--- config.mk ---
export PLATFORM = sky130hd
export DESIGN_NAME = msgu_top
export DESIGN_NICKNAME = d
export VERILOG_FILES = /design/src/rtl/msgu_pkg.sv /design/src/rtl/msgu_inbox.sv /design/src/rtl/msgu_outbox.sv /design/src/rtl/msgu_sig.sv /design/src/rtl/msgu_top.sv
export SDC_FILE = /design/constraint.sdc
export NUM_CORES = 1
export LEC_CHECK = 0
export ABC_AREA = 1
export ABC_CLOCK_PERIOD_IN_PS = 5100
export BUFFER_PORTS_ARGS = -buffer_cell sky130_fd_sc_hd__buf_2
export CAP_MARGIN = 20
export CORE_ASPECT_RATIO = 0.6
export CORE_MARGIN = 2
export CORE_UTILIZATION = 40
export CTS_CLUSTER_DIAMETER = 30
export DETAILED_ROUTE_END_ITERATION = 12
export MAX_ROUTING_LAYER = met4
export PLACE_DENSITY = 0.6
export SYNTH_ARGS = -nofsm -noshare
export SYNTH_HDL_FRONTEND = slang
export SYNTH_SLANG_ARGS = --single-unit
--- constraint.sdc ---
create_clock -name clk -period 5.1 [get_ports clk]
set_input_delay 0.51 -clock clk [delete_from_list [all_inputs] [get_ports clk]]
set_output_delay 0.51 -clock clk [all_outputs]
set_load 0.03 [all_outputs]
--- src/rtl/msgu_pkg.sv ---
package msgu_pkg;
  localparam int DATA_W = 32;
  localparam int N_OUT  = 2;
  localparam int N_SIG  = 2;
  localparam int SEL_W  = 3;

  // core read channels
  localparam logic [SEL_W-1:0] RCH_INBOX = 3'd0;
  localparam logic [SEL_W-1:0] RCH_SIG0  = 3'd1;
  // core count selects
  localparam logic [SEL_W-1:0] CNT_INBOX = 3'd0;
  localparam logic [SEL_W-1:0] CNT_SIG0  = 3'd1;
  localparam logic [SEL_W-1:0] CNT_OUT0  = 3'd3;
  // host addresses
  localparam logic [SEL_W-1:0] HA_INBOX  = 3'd0;
  localparam logic [SEL_W-1:0] HA_SIG0   = 3'd1;
  localparam logic [SEL_W-1:0] HA_OUT0   = 3'd3;
  // index of the outbound mailbox that raises the interrupt
  localparam int IRQ_OUT = 1;
endpackage

--- src/rtl/msgu_inbox.sv ---
module msgu_inbox #(
  parameter int DATA_W = 32,
  parameter int DEPTH  = 4,
  localparam int PW = (DEPTH > 1) ? $clog2(DEPTH) : 1,
  localparam int CW = $clog2(DEPTH + 1)
) (
  input  logic              clk,
  input  logic              rst_n,
  input  logic              push,
  input  logic [DATA_W-1:0] push_data,
  input  logic              pop,
  output logic [DATA_W-1:0] head,
  output logic [CW-1:0]     count,
  output logic              ovf
);
  logic [DATA_W-1:0] mem [DEPTH];
  logic [PW-1:0] wr_ptr, wr_ptr_n, rd_ptr, rd_ptr_n, last_ptr;
  logic [CW-1:0] count_n;
  logic          ovf_n;
  logic          full, empty, do_pop, do_push, do_ovw;

  function automatic logic [PW-1:0] ptr_inc(input logic [PW-1:0] p);
    return (p == PW'(DEPTH - 1)) ? '0 : p + PW'(1);
  endfunction

  function automatic logic [PW-1:0] ptr_dec(input logic [PW-1:0] p);
    return (p == '0) ? PW'(DEPTH - 1) : p - PW'(1);
  endfunction

  always_comb begin
    full     = (count == CW'(DEPTH));
    empty    = (count == '0);
    do_pop   = pop && !empty;
    do_ovw   = push && full && !do_pop;
    do_push  = push && !do_ovw;
    last_ptr = ptr_dec(wr_ptr);
    wr_ptr_n = do_push ? ptr_inc(wr_ptr) : wr_ptr;
    rd_ptr_n = do_pop ? ptr_inc(rd_ptr) : rd_ptr;
    count_n  = count + CW'(do_push) - CW'(do_pop);
    ovf_n    = ovf | do_ovw;
    head     = mem[rd_ptr];
  end

  always_ff @(posedge clk or negedge rst_n) begin
    if (!rst_n) begin
      wr_ptr <= '0;
      rd_ptr <= '0;
      count  <= '0;
      ovf    <= 1'b0;
    end else begin
      wr_ptr <= wr_ptr_n;
      rd_ptr <= rd_ptr_n;
      count  <= count_n;
      ovf    <= ovf_n;
    end
  end

  always_ff @(posedge clk) begin
    if (do_push)     mem[wr_ptr]   <= push_data;
    else if (do_ovw) mem[last_ptr] <= push_data;
  end

  a_r2_count_range: assert property (@(posedge clk) disable iff (!rst_n)
    count <= CW'(DEPTH));
  a_r3_ovf_sticky: assert property (@(posedge clk) disable iff (!rst_n)
    ovf |=> ovf);
  a_r3_full_stays: assert property (@(posedge clk) disable iff (!rst_n)
    (push && !pop && count == CW'(DEPTH)) |=> (count == CW'(DEPTH) && ovf));
  a_r11_swap_no_ovf: assert property (@(posedge clk) disable iff (!rst_n)
    (push && pop && count == CW'(DEPTH)) |=> (count == CW'(DEPTH) && ovf == $past(ovf)));
endmodule

--- src/rtl/msgu_outbox.sv ---
module msgu_outbox #(
  parameter int DATA_W = 32
) (
  input  logic              clk,
  input  logic              rst_n,
  input  logic              wr,
  input  logic [DATA_W-1:0] wr_data,
  input  logic              rd,
  output logic              full,
  output logic [DATA_W-1:0] data
);
  logic              full_n;
  logic [DATA_W-1:0] data_n;
  logic              data_en;

  always_comb begin
    data_en = wr;
    data_n  = wr_data;
    if (wr)                full_n = 1'b1;
    else if (rd && full)   full_n = 1'b0;
    else                   full_n = full;
  end

  always_ff @(posedge clk or negedge rst_n) begin
    if (!rst_n) begin
      full <= 1'b0;
      data <= '0;
    end else begin
      full <= full_n;
      if (data_en) data <= data_n;
    end
  end

  a_r4_no_write_when_full: assert property (@(posedge clk) disable iff (!rst_n)
    wr |-> !full);
  a_r5_read_empties: assert property (@(posedge clk) disable iff (!rst_n)
    (rd && full && !wr) |=> !full);
  a_r4_write_fills: assert property (@(posedge clk) disable iff (!rst_n)
    wr |=> (full && data == $past(wr_data)));
endmodule

--- src/rtl/msgu_sig.sv ---
module msgu_sig #(
  parameter int DATA_W = 32
) (
  input  logic              clk,
  input  logic              rst_n,
  input  logic              wr,
  input  logic [DATA_W-1:0] wr_data,
  input  logic              or_mode,
  input  logic              clr,
  output logic [DATA_W-1:0] val
);
  logic [DATA_W-1:0] val_n;
  logic              val_en;

  always_comb begin
    val_en = wr || clr;
    if (clr)          val_n = wr ? wr_data : '0;
    else if (or_mode) val_n = val | wr_data;
    else              val_n = wr_data;
  end

  always_ff @(posedge clk or negedge rst_n) begin
    if (!rst_n)      val <= '0;
    else if (val_en) val <= val_n;
  end

  a_r7_replace: assert property (@(posedge clk) disable iff (!rst_n)
    (wr && !or_mode) |=> val == $past(wr_data));
  a_r8_or_merge: assert property (@(posedge clk) disable iff (!rst_n)
    (wr && or_mode && !clr) |=> val == ($past(val) | $past(wr_data)));
  a_r9_clear: assert property (@(posedge clk) disable iff (!rst_n)
    (clr && !wr) |=> val == '0);
  a_r10_collide: assert property (@(posedge clk) disable iff (!rst_n)
    (clr && wr) |=> val == $past(wr_data));
endmodule

--- src/rtl/msgu_top.sv ---
module msgu_top
  import msgu_pkg::*;
#(
  parameter int IN_DEPTH = 4,
  localparam int CNT_W = $clog2(IN_DEPTH + 1)
) (
  input  logic              clk,
  input  logic              rst_n,
  input  logic              core_rd_req,
  input  logic [2:0]        core_rd_sel,
  output logic              core_rd_ack,
  output logic [DATA_W-1:0] core_rd_data,
  input  logic              core_wr_req,
  input  logic [2:0]        core_wr_sel,
  input  logic [DATA_W-1:0] core_wr_data,
  output logic              core_wr_ack,
  input  logic [2:0]        core_cnt_sel,
  output logic [CNT_W-1:0]  core_cnt,
  input  logic              host_wr_en,
  input  logic              host_rd_en,
  input  logic [2:0]        host_addr,
  input  logic [DATA_W-1:0] host_wr_data,
  output logic [DATA_W-1:0] host_rd_data,
  input  logic [1:0]        sig_or_mode,
  output logic              host_irq,
  output logic              inbox_ovf
);
  logic              ib_push, ib_pop;
  logic [DATA_W-1:0] ib_head;
  logic [CNT_W-1:0]  ib_count;

  logic [N_OUT-1:0]  ob_wr, ob_rd, ob_full;
  logic [DATA_W-1:0] ob_data [N_OUT];
  logic [N_SIG-1:0]  sg_wr, sg_clr, sg_nz;
  logic [DATA_W-1:0] sg_val [N_SIG];

  logic irq_q, irq_n, irq_en;

  // inbound mailbox
  assign ib_push = host_wr_en && (host_addr == HA_INBOX);
  assign ib_pop  = core_rd_req && (core_rd_sel == RCH_INBOX) && (ib_count != '0);

  msgu_inbox #(.DATA_W(DATA_W), .DEPTH(IN_DEPTH)) u_inbox (
    .clk       (clk),
    .rst_n     (rst_n),
    .push      (ib_push),
    .push_data (host_wr_data),
    .pop       (ib_pop),
    .head      (ib_head),
    .count     (ib_count),
    .ovf       (inbox_ovf)
  );

  // outbound mailboxes
  for (genvar g = 0; g < N_OUT; g++) begin : g_out
    localparam logic [2:0] MY_ADDR = HA_OUT0 + 3'(g);
    assign ob_wr[g] = core_wr_req && (core_wr_sel == 3'(g)) && !ob_full[g];
    assign ob_rd[g] = host_rd_en && (host_addr == MY_ADDR);
    msgu_outbox #(.DATA_W(DATA_W)) u_outbox (
      .clk     (clk),
      .rst_n   (rst_n),
      .wr      (ob_wr[g]),
      .wr_data (core_wr_data),
      .rd      (ob_rd[g]),
      .full    (ob_full[g]),
      .data    (ob_data[g])
    );
  end

  // signal notification registers
  for (genvar g = 0; g < N_SIG; g++) begin : g_sig
    localparam logic [2:0] MY_ADDR = HA_SIG0 + 3'(g);
    localparam logic [2:0] MY_RCH  = RCH_SIG0 + 3'(g);
    assign sg_nz[g]  = (sg_val[g] != '0);
    assign sg_wr[g]  = host_wr_en && (host_addr == MY_ADDR);
    assign sg_clr[g] = core_rd_req && (core_rd_sel == MY_RCH) && sg_nz[g];
    msgu_sig #(.DATA_W(DATA_W)) u_sig (
      .clk     (clk),
      .rst_n   (rst_n),
      .wr      (sg_wr[g]),
      .wr_data (host_wr_data),
      .or_mode (sig_or_mode[g]),
      .clr     (sg_clr[g]),
      .val     (sg_val[g])
    );
  end

  // core read mux
  always_comb begin
    core_rd_ack  = 1'b0;
    core_rd_data = '0;
    if (core_rd_sel == RCH_INBOX) begin
      core_rd_ack  = ib_pop;
      core_rd_data = ib_head;
    end
    for (int i = 0; i < N_SIG; i++) begin
      if (core_rd_sel == RCH_SIG0 + 3'(i)) begin
        core_rd_ack  = sg_clr[i];
        core_rd_data = sg_val[i];
      end
    end
  end

  assign core_wr_ack = |ob_wr;

  // count mux
  always_comb begin
    core_cnt = '0;
    if (core_cnt_sel == CNT_INBOX) core_cnt = ib_count;
    for (int i = 0; i < N_SIG; i++)
      if (core_cnt_sel == CNT_SIG0 + 3'(i)) core_cnt = CNT_W'(sg_nz[i]);
    for (int i = 0; i < N_OUT; i++)
      if (core_cnt_sel == CNT_OUT0 + 3'(i)) core_cnt = CNT_W'(!ob_full[i]);
  end

  // host read mux
  always_comb begin
    host_rd_data = '0;
    for (int i = 0; i < N_OUT; i++)
      if (ob_rd[i] && ob_full[i]) host_rd_data = ob_data[i];
  end

  // interrupt toward the host
  always_comb begin
    irq_en = ob_wr[IRQ_OUT] || (ob_rd[IRQ_OUT] && ob_full[IRQ_OUT]);
    irq_n  = ob_wr[IRQ_OUT];
  end

  always_ff @(posedge clk or negedge rst_n) begin
    if (!rst_n)      irq_q <= 1'b0;
    else if (irq_en) irq_q <= irq_n;
  end

  assign host_irq = irq_q;

  a_r6_irq_set: assert property (@(posedge clk) disable iff (!rst_n)
    (core_wr_req && core_wr_sel == 3'(IRQ_OUT) && core_wr_ack) |=> host_irq);
  a_r6_irq_hold: assert property (@(posedge clk) disable iff (!rst_n)
    (host_irq && !(host_rd_en && host_addr == HA_OUT0 + 3'(IRQ_OUT))) |=> host_irq);
  a_r6_irq_drop: assert property (@(posedge clk) disable iff (!rst_n)
    (host_irq && host_rd_en && host_addr == HA_OUT0 + 3'(IRQ_OUT)) |=> !host_irq);
  a_r2_one_read_grant: assert property (@(posedge clk) disable iff (!rst_n)
    $onehot0({ib_pop, sg_clr}));
endmodule

==> metrics.txt, run 1 <==
Synth async-reset ratio 0.519; CP Capture Type output port; setup_tns 0 ps; grt ovf 0; core area 31100 um^2; sw power 2400 uW; Placer Congestion 0.830; Avg Synthesized Cell Area 8.56 um^2; worst-skew pair later-pin latency 550 ps; DRC Markers 0; share of cells above drive strength 1 0.165; CTS root buffer clkbuf_16; Final Max Tran Viols 0; Via density 5.01; Max-slew headroom 0.277; max frequency 305 MHz; DP Wirelength 21.9 mm; Vias 10.4k; vias in the first global route 9939; Hold-fix buffers, CTS 1; Filler cells 2846; required time worst endpoint 4590 ps; CP max FO 50; Clock Power Share 0.413; diode count 0; IO buf count 154; Syn Inst Count 1474; GRT Total Usage 0.223; HP Class input port to register; CTS sink cnt 266; Min Hold Slack 205 ps; Die Wd 233 um; first-pass GRT wire length 55.4 mm; clock buffer depth 3; Synth Net Count 1564; final WL 35.2 mm; Final Critical Period 3280 ps; DRT iter0 DRCs 991; Area growth syn-to-layout 22.4%; Synth Register Bits 266; die area 33000 um^2; Max VDD drop 0.286 mV; Gate power share 0.199; Post-CTS Setup Inserts 0; largest area contributor in the netlist edfxtp_1; Power Total 7490 uW; Ports 155; CP arrival 2770 ps; # setup viols final 0; Synth area leaders edfxtp_1 (30%), dfrtp_1 (27%), nand2_1 (15%), inv_1 (4.8%), nor2_1 (4.6%); clock slew at reported path FFs 50 ps; Worst-Margin Slew 1080 ps; Power Density 485 nW/um^2; # H-tree levels 2; Starting Density 0.406; Pint 5090 uW; startpoint types register; placed cells 1985; CTS Buf Count 47; GRT met2 Usage 0.316; gr busiest metal met1; NumNets Final 1710; # rows 50; RSZ-0062 raised after global routing false; Hold Vio Cnt, Final 0; critical path type register to output port; Post-DRT Antenna Nets 0; met3 Resource Use GR 0.0422; initial antenna violation count 1; Static Leak 0.00770 uW; synthesized area 12600 um^2; Yosys cell types 26; Clock Skew 27.1 ps; synth warn 0; final std cells w/o fill 2074; Die H 142 um; Net Sw Frac 0.321; WL/cell 17.0 um; EDFF count, synth 128; post-route clock period utilization 0.643; GR Util met1 0.326; max_cap viols 0; Seq/Total Area, Yosys 0.578; share of the synthesized area in the top cell type 0.304; Seq pwr share 0.388; status finished, final reports clean; largest net degree at the start of global routing 69; CTS tree yes; most used flip-flop cell after synthesis dfrtp_1; PostCTS Resize Cnt 0; DRT Pass-1 Iters 5
==> routing by layer <==
metal,routed length (um),part of all wire
met5,0,0
met4,741,0.021
met2,15100,0.43
met3,2810,0.080
met1,16600,0.47
==> placed cells by master (no fill, tap or decap), types with 2 or more instances in the layout <==
master,n
dfrtp_2,2
dfrtp_1,136
o21ai_0,103
inv_1,159
clkinv_4,6
ha_1,5
nand3_1,101
buf_4,18
clkbuf_16,49
o211ai_1,3
o32ai_1,32
buf_16,4
o21ai_4,2
nor2_1,150
clkinvlp_4,3
nor3_1,2
clkbuf_1,6
a22o_1,32
nor2_4,4
edfxtp_1,128
bufinv_16,3
nand4_1,5
buf_2,153
buf_6,2
inv_6,4
nand2_1,516
clkinv_2,11
clkinv_8,3
==> flip-flops by register name, summed over array words and instances, names as in the netlist <==
| register | flops |
|---|---|
| u_inbox.wr_ptr | 2 |
| u_inbox.ovf | 1 |
| host_irq | 1 |
| g_out.u_outbox.full | 1 |
| u_inbox.rd_ptr | 2 |
| g_sig.u_sig.val | 64 |
| u_inbox.mem | 128 |
| g_out.u_outbox.data | 64 |
| u_inbox.count | 3 |
==> cells by family (layout without fill, tap and decap cells) <==
group	count (synthesis)	in the layout	share of synthesized area
XOR/XNOR	2	2	0.00139
AND/OR/NAND/NOR	783	783	0.247
AO/OA/AOI/OAI	174	174	0.0887
buffers and inverters	243	427	0.0786
adder cells (fa/ha/maj)	6	6	0.00654
flip-flops	266	266	0.578
==> critical path, cell delays in order (launching register included) <==
cell and delay (ps):
dfrtp_2 400, inv_2 690, buf_4 330, nor2_1 60, o32ai_1 300, nand2_1 100
nand3_1 130, buf_2 220
==> power groups by stage <==
| stage | clock network [uW] | registers [uW] | logic, uW |
|---|---|---|---|
| floorplan | 0 | 2820 | 1110 |
| global placement | 0 | 2930 | 1450 |
| detailed placement | 0 | 2940 | 1490 |
| CTS | 3160 | 2900 | 1500 |
| global route | 3260 | 2960 | 1690 |
| finish | 3100 | 2910 | 1490 |
==> layout make-up <==
type / instances / area [um^2] / share of cell area
Multi-Input combinational cell: 965 / 4390 / 0.284
Timing Repair Buffer: 179 / 1060 / 0.0685
Clock inverter: 31 / 315 / 0.0204
Tap cell: 416 / 520 / 0.0337
Inverter: 161 / 604 / 0.0391
Clock buffer: 56 / 1260 / 0.0817
Sequential cell: 266 / 7300 / 0.472
==> cell usage after synthesis (all sizes together), types with 3 or more instances <==
master  number
a22o        32
buf         33
clkbuf      49
dfrtp      138
edfxtp     128
ha           5
inv        161
nand2      516
nand3      102
nand4        5
nor2       155
nor3         3
o211ai       3
o21ai      106
o32ai       32
==> final timing paths <==
kind | endpoint | depth (start not counted) | slack, ps | from
hold / removal | u_inbox.mem[3][27]$_DFFE_PP_ | 1 | 210 | host_wr_data[27]
min in group asynchronous | g_out[1].u_outbox.data[10]$_DFFE_PN0P_ | 2 | 530 | rst_n
setup reg to reg | u_inbox.mem[3][22]$_DFFE_PP_ | 9 | 2130 | u_inbox.count[1]$_DFF_PN0_
setup / recovery | core_rd_data[19] | 7 | 1820 | u_inbox.rd_ptr[0]$_DFFE_PN0P_
hold reg to reg | g_out[1].u_outbox.data[14]$_DFFE_PN0P_ | 2 | 480 | g_out[1].u_outbox.data[14]$_DFFE_PN0P_
max in group asynchronous | u_inbox.rd_ptr[1]$_DFFE_PN0P_ | 3 | 3520 | rst_n
==> metrics by stage <==
stage	instance area, um^2	utilization	setup slack (ps)
final	15500	0.497	1820
after global routing	15500	0.497	1640
after CTS	15400	0.497	1750
after detailed placement	13900	0.446	1890
after global placement	13700	0.442	1870
after floorplan	12600	-	2030
Note: power is estimated with default switching activity, not from simulation.
==> run 2: changes to the inputs <==
--- a/config.mk
+++ b/config.mk
@@ -6,7 +6,7 @@
 export NUM_CORES = 1
 export LEC_CHECK = 0
 export ABC_AREA = 1
-export ABC_CLOCK_PERIOD_IN_PS = 5100
+export ABC_CLOCK_PERIOD_IN_PS = 3000
 export BUFFER_PORTS_ARGS = -buffer_cell sky130_fd_sc_hd__buf_2
 export CAP_MARGIN = 20
 export CORE_ASPECT_RATIO = 0.6
@@ -15,7 +15,7 @@
 export CTS_CLUSTER_DIAMETER = 30
 export DETAILED_ROUTE_END_ITERATION = 12
 export MAX_ROUTING_LAYER = met4
-export PLACE_DENSITY = 0.6
+export PLACE_DENSITY = 0.62
 export SYNTH_ARGS = -nofsm -noshare
 export SYNTH_HDL_FRONTEND = slang
 export SYNTH_SLANG_ARGS = --single-unit
==> constraint.sdc (replaced) <==
create_clock -name clk -period 3 [get_ports clk]
set_input_delay 0.3 -clock clk [delete_from_list [all_inputs] [get_ports clk]]
set_output_delay 0.3 -clock clk [all_outputs]
set_load 0.03 [all_outputs]
==> run 2 against run 1 <==
Against the previous run:
- register-to-register slack got worse by 1500 ps
- worst setup slack got worse by 1600 ps
- clock power rose by 64%
- hold slack got worse by 180 ps
- via count rose by 2.4%
- combinational power rose by 76%
==> metrics.txt, run 2 (same netlist as run 1, synthesis figures left out) <==
max_cap viols 0; CTS Buf Count 45; die area 33000 um^2; slowest library cell on the worst path dfrtp_2; WL met2 15.7 mm; RSZ-0062 raised after global routing false; initial antenna violation count 0; Area growth syn-to-layout 24.0%; Post-Place Setup Slack 565 ps; worst-skew pair later-pin latency 560 ps; CP arrival 2480 ps; Power Density 808 nW/um^2; critical path type register to output port; sw power 4160 uW; Final Critical Period 2780 ps; final std cells w/o fill 2101; CP cell instances inv_2 -> buf_4 -> nor2_1 -> o32ai_1 -> nand2_1 -> o211ai_1 -> buf_2; Buf/Inv on CP 3; # setup viols final 0; share of cells above drive strength 1 0.163; Via density 5.06; Post-DRT Antenna Nets 0; biggest regs u_inbox.mem (128), g_out.u_outbox.data (64), g_sig.u_sig.val (64); grt ovf 0; CTS sink cnt 266; R2R Setup Slk 660 ps; # H-tree levels 2; CP max FO 33; Worst-Margin Slew 885 ps; FF+latch area 7300 um^2; Pint 8490 uW; vias in the first global route 10.4k; Seq pwr share 0.390; Max VDD drop 0.414 mV; core area 31100 um^2; first-pass GRT wire length 57.3 mm; max reg flops 128; Die H 142 um; setup ws final 223 ps; post-route clock period utilization 0.926; IO buf count 154; WL/cell 17.3 um; clock slew at reported path FFs 60 ps; Ports 155; placed cells 1990; Clock Skew 43.9 ps; DRC Markers 0; CTS tree yes; required time worst endpoint 2700 ps; Non-Filler Cell Area, Final 15700 um^2; Placer Congestion 0.827; diode count 0; Die Wd 233 um; Gate power share 0.207; DP Wirelength 22.6 mm; critical path's top delay family buffers and inverters; Clock Power Share 0.402; clock buffer depth 3; Net Sw Frac 0.329; DR WL met3 2.77 mm; Max-slew headroom 0.410; Static Leak 0.00777 uW; DRT Pass-1 Iters 5; most frequent cells in the layout nand2_1 (516), inv_1 (160), buf_2 (153); Starting Density 0.406; Hold Vio Cnt, Final 0; area taken by multi-input logic gates 4390 um^2; HP Class input port to register; max frequency 360 MHz; startpoint types register; NumNets Final 1738; Vias 10.6k; CP Capture Type output port; delay of the slowest cell on the worst path 560 ps; Post-CTS Setup Inserts 0; # rows 50; largest reg by FF count u_inbox.mem; status finished, final reports clean; M1 WL 17.3 mm; commonest non-fill, non-tap cell in the layout nand2_1; largest net degree at the start of global routing 74; setup_tns 0 ps; DRT iter0 DRCs 856; GRT Total Usage 0.230; final WL 36.4 mm; instance area at placement 13900 um^2; Final Max Tran Viols 0; Filler cells 2863; CTS root buffer clkbuf_16; highest metal used met4
==> run 2: cell count changes in the layout (fill, tap and decap cells not counted), moves of 2 or more <==
cell / before / now
clkinv_8: 3 / 0
clkbuf_16: 49 / 47
inv_8: 1 / 4
clkinvlp_4: 3 / 7
dlygate4sd3_1: 1 / 27
buf_4: 18 / 21
buf_12: 0 / 6
inv_6: 4 / 10
clkbuf_1: 6 / 4
clkinv_2: 11 / 4
buf_16: 4 / 0
==> run 2: routing by layer <==
layer  GRT usage  vias up
li1            -     5119
met1       0.335     5083
met2       0.331      377
met3      0.0430       53
met4      0.0587        0
met5           -        -
==> run 2: stage by stage <==
step	power, uW	hold slack (ps)	utilization
6_report	12600	22.2	0.504
5_1_grt	13300	16.3	0.504
4_1_cts	12700	1.73	0.504
3_5_place_dp	7560	371	0.446
3_3_place_gp	7470	369	0.446
2_1_floorplan	6680	4.41	-
==> run 2: timing repair <==
item,4_1_cts,5_1_grt
gates resized for setup,0,1
hold buffers,27,0
endpoints found under the hold margin,166,0
setup endpoints to repair,0,1
==> run 2: path summary, 6_finish.rpt <==
path,from,to,cells after the start
hold reg to reg,g_out[0].u_outbox.data[26]$_DFFE_PN0P_,g_out[0].u_outbox.data[26]$_DFFE_PN0P_,2
hold / removal,host_wr_data[28],u_inbox.mem[1][28]$_DFFE_PP_,1
setup / recovery,u_inbox.rd_ptr[0]$_DFFE_PN0P_,core_rd_data[26],7
setup reg to reg,u_inbox.count[1]$_DFF_PN0_,u_inbox.mem[0][16]$_DFFE_PP_,10
max in group asynchronous,rst_n,g_out[1].u_outbox.data[0]$_DFFE_PN0P_,3
min in group asynchronous,rst_n,g_out[0].u_outbox.data[11]$_DFFE_PN0P_,2
==> run 2: power by group through the flow <==
stage	Sequential [uW]	Clock (uW)	Combinational [uW]
5_1_grt	5030	5350	2960
4_1_cts	4930	5170	2630
3_3_place_gp	4960	0	2520
6_report	4940	5090	2620
3_5_place_dp	4990	0	2570
2_1_floorplan	4800	0	1880
==> run 2: worst reg2reg max path, cell delays in order, from the launching register on <==
cell     delay (ps)
dfrtp_1         410
inv_1            90
nand2_1          70
nor2_1          120
nor2_1           60
nand2_1         130
nand2_1         180
o21ai_0         190
nand2_1         160
nor2_4          400
buf_12          250
==> run 2: area by class of cell <==
class                           count  share of cell area
Sequential cell                   266               0.466
Multi-Input combinational cell    965               0.281
Timing Repair Buffer              209              0.0853
Clock buffer                       51              0.0761
Inverter                          161              0.0386
Tap cell                          416              0.0332
Clock inverter                     33              0.0200
==> run 3: changes to the inputs <==
--- a/config.mk
+++ b/config.mk
@@ -18,4 +18,5 @@
 export PLACE_DENSITY = 0.62
 export SYNTH_ARGS = -nofsm -noshare
 export SYNTH_HDL_FRONTEND = slang
+export SYNTH_HIERARCHICAL = 1
 export SYNTH_SLANG_ARGS = --single-unit
==> run 3 against run 2 <==
Against the previous run:
- global-route usage down 1.5 points
- clock skew shrank 6.5 ps
- non-clock buffer count is 27 higher
- final cell count decreased by 11%
==> metrics.txt, run 3 <==
reg-to-reg startpoint u_inbox/count[1]$_DFF_PN0_; Worst Hold Launch host_wr_data[8]; initial antenna violation count 1; Syn Inst Count 1224; Post-CTS Setup Inserts 0; # setup viols final 0; worst-skew pair later-pin latency 560 ps; Ports 155; largest area contributor in the netlist edfxtp_1; Clock Skew 37.4 ps; most frequent cells in the layout nand2_1 (407), buf_2 (153), dfrtp_1 (138); worst setup path start u_inbox/rd_ptr[0]$_DFFE_PN0N_; Post-DRT Antenna Nets 0; slowest library cell on the worst path dfrtp_2; Synth Register Bits 267; max_cap viols 0; CTS tree yes; Starting Density 0.410; NumNets Final 1523; Worst-Margin Slew 854 ps; EDFF count, synth 128; most frequent cell after synthesis nand2_1; CTS Buf Count 45; startpoint types register; Clock Power Share 0.419; R2R Setup Slk 460 ps; CTS root buffer clkbuf_16; GRT Total Usage 0.215; max reg flops 128; CP Capture Type output port; most used flip-flop cell after synthesis dfrtp_1; # rows 49; Seq/Total Area, Yosys 0.591; clock slew at reported path FFs 60 ps; reg2reg end u_inbox/count[2]$_DFF_PN0_; CP endpoint core_rd_data[5]; required time worst endpoint 2700 ps; HP Class input port to register; setup_tns 0 ps; post-route clock period utilization 0.893; largest net degree at the start of global routing 70; core area 30200 um^2; Synth Net Count 1313; largest reg by FF count u_inbox/mem; sw power 3850 uW; max frequency 373 MHz; die area 32400 um^2; CP dominant cell by count buf_12; Final Max Tran Viols 0; DRT Pass-1 Iters 4; Avg Synthesized Cell Area 10.1 um^2; RSZ-0062 raised after global routing false; Power Density 792 nW/um^2; clock buffer depth 3; Yosys cell types 39; status finished, final reports clean; grt ovf 0; Area growth syn-to-layout 25.0%; Placer Congestion 0.915; synthesized area 12400 um^2; final WL 33.5 mm; CTS sink cnt 267; DP Wirelength 21.8 mm; Max VDD drop 0.486 mV; vias in the first global route 9373; commonest non-fill, non-tap cell in the layout nand2_1; Synth async-reset ratio 0.521; Reg2Reg Depth 10; Core Util, Final 0.512; critical path type register to output port; Pint 8410 uW; Die H 140 um; Net Sw Frac 0.314; # H-tree levels 2; share of the synthesized area in the top cell type 0.310; DRT iter0 DRCs 704; Via density 5.04; CP cell instances inv_2 -> buf_12 -> buf_12 -> nor2_1 -> o22ai_1 -> nand2_1 -> o211ai_1 -> buf_2; CP max FO 29; synth warn 6; Synth area leaders edfxtp_1 (31%), dfrtp_1 (28%), nand2_1 (12%), nand3_2 (4.7%), nor2_1 (3.4%); Die Wd 231 um; Max-slew headroom 0.429; CP arrival 2380 ps; DRC Markers 0; first-pass GRT wire length 52.8 mm; synth cell count leaders nand2_1 (407), dfrtp_1 (139), edfxtp_1 (128); Gate power share 0.207; biggest regs u_inbox/mem (128), g_out.u_outbox/data (64), g_sig.u_sig/val (64); Final Critical Period 2680 ps; delay of the slowest cell on the worst path 440 ps; Vias 9476; Hold Vio Cnt, Final 0; Seq pwr share 0.374; WL/cell 17.8 um; share of cells above drive strength 1 0.248; IO buf count 154; Static Leak 0.00689 uW
==> run 3: cell count changes after synthesis, sizes merged, moves of 19 or more <==
cell	previous run	this run
nor2	155	114
a22o	32	0
clkbuf	49	21
buf	33	52
inv	161	68
a32o	0	32
nand2	516	431
nand3	102	74
o21ai	106	70
o32ai	32	0
o211ai	3	30
o22ai	0	32
==> run 3: layer usage <==
layer / routed length (um) / track usage / up-vias
li1: - / - / 4566
met2: 14500 / 0.311 / 246
met3: 1920 / 0.0440 / 59
met5: 0 / - / -
met4: 841 / 0.0662 / 0
met1: 16200 / 0.304 / 4605
==> run 3: worst min-delay path by stage <==
stage,slack (ps),cells past startpoint,end
finish,20,1,u_inbox/mem[1][8]$_DFFE_PP_
global route,5,1,u_inbox/mem[3][8]$_DFFE_PP_
CTS,0.6,1,u_inbox/mem[2][23]$_DFFE_PP_
detailed placement,370,1,g_out[1].u_outbox/data[12]$_DFFE_PN0P_
global placement,360,1,g_out[1].u_outbox/data[12]$_DFFE_PN0P_
floorplan,4,0,g_out[0].u_outbox/data[0]$_DFFE_PN0P_
==> run 3: per-stage QoR <==
step / cells / hold WS (ps) / setup WS [ps] / cell area, um^2 / power, uW
5_1_grt: 1879 / 4.93 / 170 / 15500 / 12900
4_1_cts: 1878 / 0.634 / 282 / 15500 / 12400
3_3_place_gp: 1742 / 364 / 419 / 13400 / 7090
6_report: 1879 / 15.3 / 321 / 15500 / 12300
3_5_place_dp: 1742 / 374 / 311 / 13400 / 7130
2_1_floorplan: 1224 / 4.41 / -145 / 12400 / 6320
==> run 3: area by class of cell <==
type / instances / area [um^2]
Antenna cell: 1 / 2.50
Clock buffer: 55 / 1180
Clock inverter: 28 / 339
Fill cell: 2758 / 14700
Inverter: 68 / 270
Multi-Input combinational cell: 816 / 4220
Sequential cell: 267 / 7320
Tap cell: 408 / 510
Timing Repair Buffer: 236 / 1640
==> run 3: repair_timing <==
item,4_1_cts,5_1_grt
hold endpoints to repair,213,0
hold buffers,53,0
resized for setup,0,0
==> run 3: logic make-up after synthesis <==
kind of cell / after synthesis / synth area share
simple gates: 642 / 0.239
flops: 267 / 0.591
compound gates: 167 / 0.0898
buf+inv: 141 / 0.0735
fa+ha+maj: 5 / 0.00566
xor+xnor: 2 / 0.00141
==> run 3: power by group through the flow <==
| stage | Sequential, uW | Combinational [uW] | Clock [uW] |
|---|---|---|---|
| 2_1_floorplan | 4570 | 1760 | 0 |
| 3_3_place_gp | 4620 | 2460 | 0 |
| 3_5_place_dp | 4640 | 2490 | 0 |
| 4_1_cts | 4570 | 2550 | 5250 |
| 5_1_grt | 4630 | 2840 | 5420 |
| 6_report | 4580 | 2540 | 5140 |
==> run 3: worst max-delay path: cells and delay by family, from the launching register on <==
kind	cells	cell delay [ps]
simple gates	2	150
compound gates	2	340
flops	1	440
buf+inv	4	870
